--- src/rtl/subrange_pkg.sv ---
package subrange_pkg;

    // conversion phases, in the order a conversion visits them
    typedef enum logic [2:0] {
        ST_IDLE   = 3'd0,
        ST_COARSE = 3'd1,
        ST_SETTLE = 3'd2,
        ST_FINE   = 3'd3,
        ST_DONE   = 3'd4
    } seq_state_e;

endpackage

--- src/rtl/subrange_settle_timer.sv ---
module subrange_settle_timer #(
    parameter int SETTLE_CYC = 4
) (
    input  logic clk,
    input  logic rst_n,
    input  logic run_i,
    output logic last_o
);
    localparam int CW = (SETTLE_CYC > 1) ? $clog2(SETTLE_CYC) : 1;
    localparam logic [CW-1:0] LAST_VAL = CW'(SETTLE_CYC - 1);

    logic [CW-1:0] cnt_d, cnt_q;

    always_comb begin
        last_o = run_i && (cnt_q == LAST_VAL);
        if (!run_i || last_o) cnt_d = '0;
        else                  cnt_d = cnt_q + 1'b1;
    end

    always_ff @(posedge clk or negedge rst_n) begin
        if (!rst_n) cnt_q <= '0;
        else        cnt_q <= cnt_d;
    end


    cnt_bound_chk: assert property (@(posedge clk) disable iff (!rst_n)
        cnt_q <= LAST_VAL);


    cnt_idle_zero_chk: assert property (@(posedge clk) disable iff (!rst_n)
        !run_i |=> cnt_q == '0);
endmodule

--- src/rtl/subrange_ctrl.sv ---
module subrange_ctrl
    import subrange_pkg::*;
#(
    parameter int STEP_W = 4
) (
    input  logic                  clk,
    input  logic                  rst_n,
    input  logic                  start_i,
    input  logic [STEP_W-1:0]     flash_code_i,
    input  logic                  flash_vld_i,
    input  logic                  settle_last_i,
    output seq_state_e            state_o,
    output logic [STEP_W-1:0]     coarse_o,
    output logic [2*STEP_W-1:0]   result_o
);
    localparam int RES_W = 2 * STEP_W;

    typedef struct packed {
        seq_state_e         st;
        logic [STEP_W-1:0]  coarse;
        logic [RES_W-1:0]   result;
    } ctrl_regs_t;

    ctrl_regs_t r_d, r_q;

    always_comb begin
        r_d = r_q;
        unique case (r_q.st)
            ST_IDLE:   if (start_i) r_d.st = ST_COARSE;
            ST_COARSE: if (flash_vld_i) begin
                r_d.coarse = flash_code_i;
                r_d.st     = ST_SETTLE;
            end
            ST_SETTLE: if (settle_last_i) r_d.st = ST_FINE;
            ST_FINE:   if (flash_vld_i) begin
                r_d.result = {r_q.coarse, flash_code_i};
                r_d.st     = ST_DONE;
            end
            ST_DONE:   r_d.st = ST_IDLE;
            default:   r_d.st = ST_IDLE;
        endcase
    end

    always_ff @(posedge clk or negedge rst_n) begin
        if (!rst_n) r_q <= '{st: ST_IDLE, coarse: '0, result: '0};
        else        r_q <= r_d;
    end

    assign state_o  = r_q.st;
    assign coarse_o = r_q.coarse;
    assign result_o = r_q.result;


    coarse_wait_vld_chk: assert property (@(posedge clk) disable iff (!rst_n)
        (r_q.st == ST_COARSE && !flash_vld_i) |=> (r_q.st == ST_COARSE && $stable(r_q.coarse)));


    fine_wait_vld_chk: assert property (@(posedge clk) disable iff (!rst_n)
        (r_q.st == ST_FINE && !flash_vld_i) |=> r_q.st == ST_FINE);


    no_restart_chk: assert property (@(posedge clk) disable iff (!rst_n)
        (r_q.st != ST_IDLE && r_q.st != ST_COARSE) |=> r_q.st != ST_COARSE);


    result_hold_chk: assert property (@(posedge clk) disable iff (!rst_n)
        (r_q.st != ST_FINE) |=> $stable(r_q.result));


    result_join_chk: assert property (@(posedge clk) disable iff (!rst_n)
        (r_q.st == ST_FINE && flash_vld_i) |=> r_q.result[RES_W-1:STEP_W] == $past(r_q.coarse));
endmodule

--- src/rtl/subrange_outdec.sv ---
module subrange_outdec
    import subrange_pkg::*;
#(
    parameter int STEP_W = 4
) (
    input  seq_state_e            state_i,
    input  logic [STEP_W-1:0]     coarse_i,
    output logic [2*STEP_W-1:0]   dac_code_o,
    output logic                  resid_sel_o,
    output logic                  busy_o,
    output logic                  done_o,
    output logic                  settle_run_o
);
    always_comb begin
        resid_sel_o  = (state_i == ST_SETTLE) || (state_i == ST_FINE);
        busy_o       = (state_i != ST_IDLE);
        done_o       = (state_i == ST_DONE);
        settle_run_o = (state_i == ST_SETTLE);
        dac_code_o   = resid_sel_o ? {coarse_i, {STEP_W{1'b0}}} : '0;
    end
endmodule

--- src/rtl/subrange_seq.sv ---
module subrange_seq
    import subrange_pkg::*;
#(
    parameter int STEP_W     = 4,
    parameter int SETTLE_CYC = 4
) (
    input  logic                 clk,
    input  logic                 rst_n,
    input  logic                 start_i,
    input  logic [STEP_W-1:0]    flash_code_i,
    input  logic                 flash_vld_i,
    output logic [2*STEP_W-1:0]  dac_code_o,
    output logic                 resid_sel_o,
    output logic                 busy_o,
    output logic                 done_o,
    output logic [2*STEP_W-1:0]  result_o
);
    seq_state_e        state;
    logic [STEP_W-1:0] coarse;
    logic              settle_run, settle_last;

    subrange_ctrl #(.STEP_W(STEP_W)) u_ctrl (
        .clk           (clk),
        .rst_n         (rst_n),
        .start_i       (start_i),
        .flash_code_i  (flash_code_i),
        .flash_vld_i   (flash_vld_i),
        .settle_last_i (settle_last),
        .state_o       (state),
        .coarse_o      (coarse),
        .result_o      (result_o)
    );

    subrange_settle_timer #(.SETTLE_CYC(SETTLE_CYC)) u_timer (
        .clk    (clk),
        .rst_n  (rst_n),
        .run_i  (settle_run),
        .last_o (settle_last)
    );

    subrange_outdec #(.STEP_W(STEP_W)) u_dec (
        .state_i      (state),
        .coarse_i     (coarse),
        .dac_code_o   (dac_code_o),
        .resid_sel_o  (resid_sel_o),
        .busy_o       (busy_o),
        .done_o       (done_o),
        .settle_run_o (settle_run)
    );


    done_single_chk: assert property (@(posedge clk) disable iff (!rst_n)
        done_o |=> (!done_o && !busy_o));


    dac_track_chk: assert property (@(posedge clk) disable iff (!rst_n)
        resid_sel_o |-> (dac_code_o[STEP_W-1:0] == '0 && $stable(dac_code_o) || $rose(resid_sel_o)));


    dac_quiet_chk: assert property (@(posedge clk) disable iff (!rst_n)
        !resid_sel_o |-> dac_code_o == '0);


    coarse_direct_chk: assert property (@(posedge clk) disable iff (!rst_n)
        (!busy_o && start_i) |=> (busy_o && !resid_sel_o));
endmodule

--- config.mk ---
export PLATFORM = sky130hd
export DESIGN_NAME = subrange_seq
export DESIGN_NICKNAME = d
export VERILOG_FILES = /design/src/rtl/subrange_pkg.sv /design/src/rtl/subrange_settle_timer.sv /design/src/rtl/subrange_ctrl.sv /design/src/rtl/subrange_outdec.sv /design/src/rtl/subrange_seq.sv
export SDC_FILE = /design/constraint.sdc
export NUM_CORES = 1
export LEC_CHECK = 0
export CORE_UTILIZATION = 40
export DETAILED_ROUTE_END_ITERATION = 10
export DONT_BUFFER_PORTS = 1
export PLACE_DENSITY = 0.64
export SYNTH_ARGS = -nofsm -noshare
export SYNTH_HDL_FRONTEND = slang
export SYNTH_SLANG_ARGS = --single-unit
--- constraint.sdc ---
create_clock -name clk -period 1.4 [get_ports clk]
set_clock_uncertainty 0.05 [all_clocks]
set_input_delay 0.28 -clock clk [delete_from_list [all_inputs] [get_ports clk]]
set_output_delay 0.28 -clock clk [all_outputs]
set_load 0.02 [all_outputs]
==> out/results.env <==
STATUS='complete, but fails checks'
VIOLATIONS_IN_THE_FINAL_REPORTS='negative setup slack'
FINAL_CELL_AREA_UM2=925
MAXCAPVIOLATIONS=0
SYNTH_SEQ_AREA_SHARE_PCT=54.6
CP.DEPTH=1
TRITONCTS='built'
CRIT-REG2REG-CAPTURE='u_ctrl.coarse_o[0]$_DFFE_PN0P_'
WORSTHOLDPATHTYPE='input port to flip-flop'
SYNTH_TOP_FAMILY_BY_AREA='multiplexers'
SYN_TO_FINAL_GROWTH_PCT=18.6
SYNTHESIZED_AREA_FRACTION_OCCUPIED_BY_ADDER_CELLS_PCT=1.61
SYNTH.LARGEST_AREA_CELL='dfrtp_1'
DRCVIOLATIONCOUNT=0
TIMING.CRITICAL_PATH.MAX_DELAY_FAMILY='simple AND/OR/NAND/NOR gates'
FINALSETUPTNS_PS=-532
DRT_PRE_ANTENNA_ITERS=2
GRT_OVERFLOW_TOTAL=0
SYNTH.TOP_CELL.AREA_SHARE_PCT=54.6
SYN_AVG_CELL_AREA_UM2=13.9
POST_SYNTHESIS_SIMPLE_GATE_AREA_FRACTION_PCT=13.8
YS_SEQ_ELEMENTS=17
CTSLONGESTPATHBUFFERS=2
POST_SYNTH_INSTANCE_AREA_UM2=779
DIEAREA_UM2=2130
LAYOUT.CELLS.MOST_COMMON_LIST='15 x dfrtp_1, 13 x mux2_2, 8 x buf_4'
GRT_START_MAX_NET_PINS=18
DRT-VIAS-PER-INSTANCE=5.00
INSERTEDDIODECOUNT=0
WORST_SETUP_PATH_ENDPOINT='busy_o'
MAX_SLEW_MARGIN_PCT=49.2
SYNTH.LIB_CELLS_USED.DISTINCT=19
GRT_ANTENNA_BEFORE_REPAIR=0
NUMBER_OF_CTS_INSERTED_BUFFERS=3
GRT_SETUP_UNREPAIRED='true'
STD_CELL_ROWS=15
FINALCRITPERIODSHARE_PCT=107
GRT_PASS1_WL_UM=2040
RRSETUPSLACK_PS=60
CRITICAL_PATH.REG2REG.STARTPOINT='u_ctrl.state_o[1]$_DFFE_PN0P_'
CRITPATHCAPTURETYPE='primary output'
FINAL_NETS=78
SETUP_WS_PS=-97.2
FINAL_UTIL_PCT=51.9
CRITICAL-PATH-SLOWEST-CELL='or3_4'
DRT_FIRST_ITER_VIOLATIONS=5
CRITICAL_PATH.MAX_STAGE_DELAY_PS=440
SYNTH-COMPOUND-AREA-SHARE_PCT=3.53
SETUP-VIOLATIONS-FINAL=7
GLOBALPLACE.CONGESTION=0.772
SYNTH-ASYNC-RESET-RATIO_PCT=100
SYNTHTOPCELLSBYAREA='dfrtp_1 55%, mux2_2 19%, buf_4 4.8%'
CTS_ROOT_BUFFER='clkbuf_4'
PLACE.PORT_BUFFERS=0
YOSYS.AREA_SHARE.XOR_XNOR_PCT=0
FINAL_MAX_SLEW_VIOL_COUNT=0
FLOORPLAN.INITIALDENSITY_PCT=43.7
ROUTE.VIAS.TOTAL=465
SHARE_OF_LAYOUT_CELLS_ABOVE_DRIVE_STRENGTH_1_PCT=57.4
CRITICAL_PATH.CELL_CHAIN='or3_4'
WORST_EP_ARRIVAL_TIME_PS=1170
NUMBER_OF_WARNINGS_PRINTED_DURING_YOSYS_SYNTHESIS=0
CRITICAL_PATH.STARTPOINT='u_ctrl.state_o[2]$_DFFE_PN0P_'
LAYOUT.FILLER_CELLS=173
NUMCLOCKSINKS=17
NUMBER_OF_ENABLE_FLIP_FLOP_CELLS_AFTER_SYNTHESIS=0
DIEHEIGHT_UM=46.1
PATH_CLK_SLEW_PS=100
ANT_NETS=0
SEQCELLAREA_UM2=428
AREA_OF_THE_MULTI_INPUT_GATES_UM2=347
HTREE_LEVELS=1
PLACEMENT.SETUP.WORST_SLACK_PS=29.9
PIN_COUNT=27
WORST_HOLD_SLACK_PS=76.8
CRIT_PATH_MAX_FANOUT=5
PLACEDINSTANCEAREA_UM2=803
TIMING.FINAL.CRIT_PERIOD_PS=1500
TRACK_USAGE_PCT=14.5
SYNTHFLOPTYPE='dfrtp_1'
TOTAL_LEAKAGE_POWER_nW=0.436
INSERTION_DELAY_PS=290
POWER_DENSITY_nW_PER_UM2=2410
DIE-WIDTH_UM=46.1
TIMING_WORST_SETUP_PATH_TYPE='flip-flop to primary output'
STD_CELL_CORE_AREA_UM2=1780
MOSTFREQUENTLAYOUTCELL='dfrtp_1'
SETUP.WORST_PATH.START_CLASS='flip-flop'
WORSTPATHREQUIRED_PS=1070
DETAIL_ROUTE.WIRELENGTH_UM=1340
MUXSHAREOFSYNTHAREA_PCT=18.8
WORST_PIN_SLEW_PS=759
CLOCK.FMAX_MHz=668
WL_PER_CELL_UM=14.5
REG2REG_DEPTH=2
PEAKVDDDROP_mV=1.16
NUMBER_OF_BUFFER_AND_INVERTER_INSTANCES_ALONG_THE_WORST_SETUP_PATH=0
HOLD_VIOLATIONS=0
FIRST_GLOBAL_VIAS=490
SYNTHCELLS=56
## layout make-up
type | count | share of cell area, %
flip-flops and latches | 17 | 46.3
clock inverters | 1 | 0.541
multi-input cells | 35 | 37.5
clock buffers | 3 | 2.44
repair buffers | 10 | 8.80
well taps | 25 | 3.38
inverters | 2 | 1.08
## layer usage
metal | vias up | global-route usage, % | share of wire (%) | wire length [um]
li1 | 215 | - | - | -
met1 | 226 | 16.9 | 43 | 579
met2 | 20 | 22.3 | 48 | 646
met3 | 4 | 3.14 | 6.0 | 81
met4 | 0 | 12.4 | 2.7 | 36
met5 | - | 0 | 0 | 0
## worst register-to-register path: stages, from the launching register on
cell and delay [ps]:
dfrtp_2 460, and4bb_4 390, mux2_2 330
## worst min path at each step
stage | startpoint | endpoint | slack (ps) | cells after the start
after floorplan | rst_n | u_ctrl.coarse_o[0]$_DFFE_PN0P_ | -70 | 0
after global placement | rst_n | u_ctrl.state_o[0]$_DFFE_PN0P_ | -70 | 0
after detailed placement | rst_n | u_ctrl.state_o[0]$_DFFE_PN0P_ | -70 | 0
after CTS | flash_code_i[1] | u_ctrl.result_o[1]$_DFFE_PN0P_ | 70 | 1
after global routing | flash_code_i[0] | u_ctrl.coarse_o[0]$_DFFE_PN0P_ | 70 | 1
final | flash_code_i[1] | u_ctrl.result_o[1]$_DFFE_PN0P_ | 80 | 1
## power breakdown
| group | internal, mW | total (mW) | leakage (nW) | switching, mW |
|---|---|---|---|---|
| clock | 0.106 | 0.259 | 0.0177 | 0.153 |
| combinational | 0.525 | 0.922 | 0.212 | 0.397 |
| sequential | 0.727 | 1.05 | 0.206 | 0.319 |
## cells by family (layout without fill, tap and decap cells)
group,count (synthesis),after routing
DFF,17,17
muxes,13,13
and+or+nand+nor,12,13
buffers and inverters,8,16
AOI/OAI and AO/OA,4,4
adders and majority gates,1,1
other,1,4
## what timing repair did
item	4_1_cts	5_1_grt
buffers inserted	4	1
gates resized for setup	15	0
hold buffers	1	0
hold endpoints to repair	17	0
cloned	0	1
setup endpoints to repair	7	8
pin swaps	0	1
## synthesized netlist by cell type (2+ instances only)
cell	count
a21oi_1	2
buf_4	5
and2_1	4
dfrtp_1	17
inv_1	2
mux2_2	13
## sequential cells by signal, summed over array words and instances (netlist names)
signal / cells
u_ctrl.result_o: 8
u_ctrl.coarse_o: 4
u_ctrl.state_o: 3
u_timer.cnt_q: 2
## stage by stage
stage,total power [mW],std cells
3_3_place_gp,1.72,82
5_1_grt,2.36,93
4_1_cts,2.21,91
2_1_floorplan,1.62,59
3_5_place_dp,1.75,82
6_report,2.23,93
Note: power is estimated with default switching activity, not from simulation.
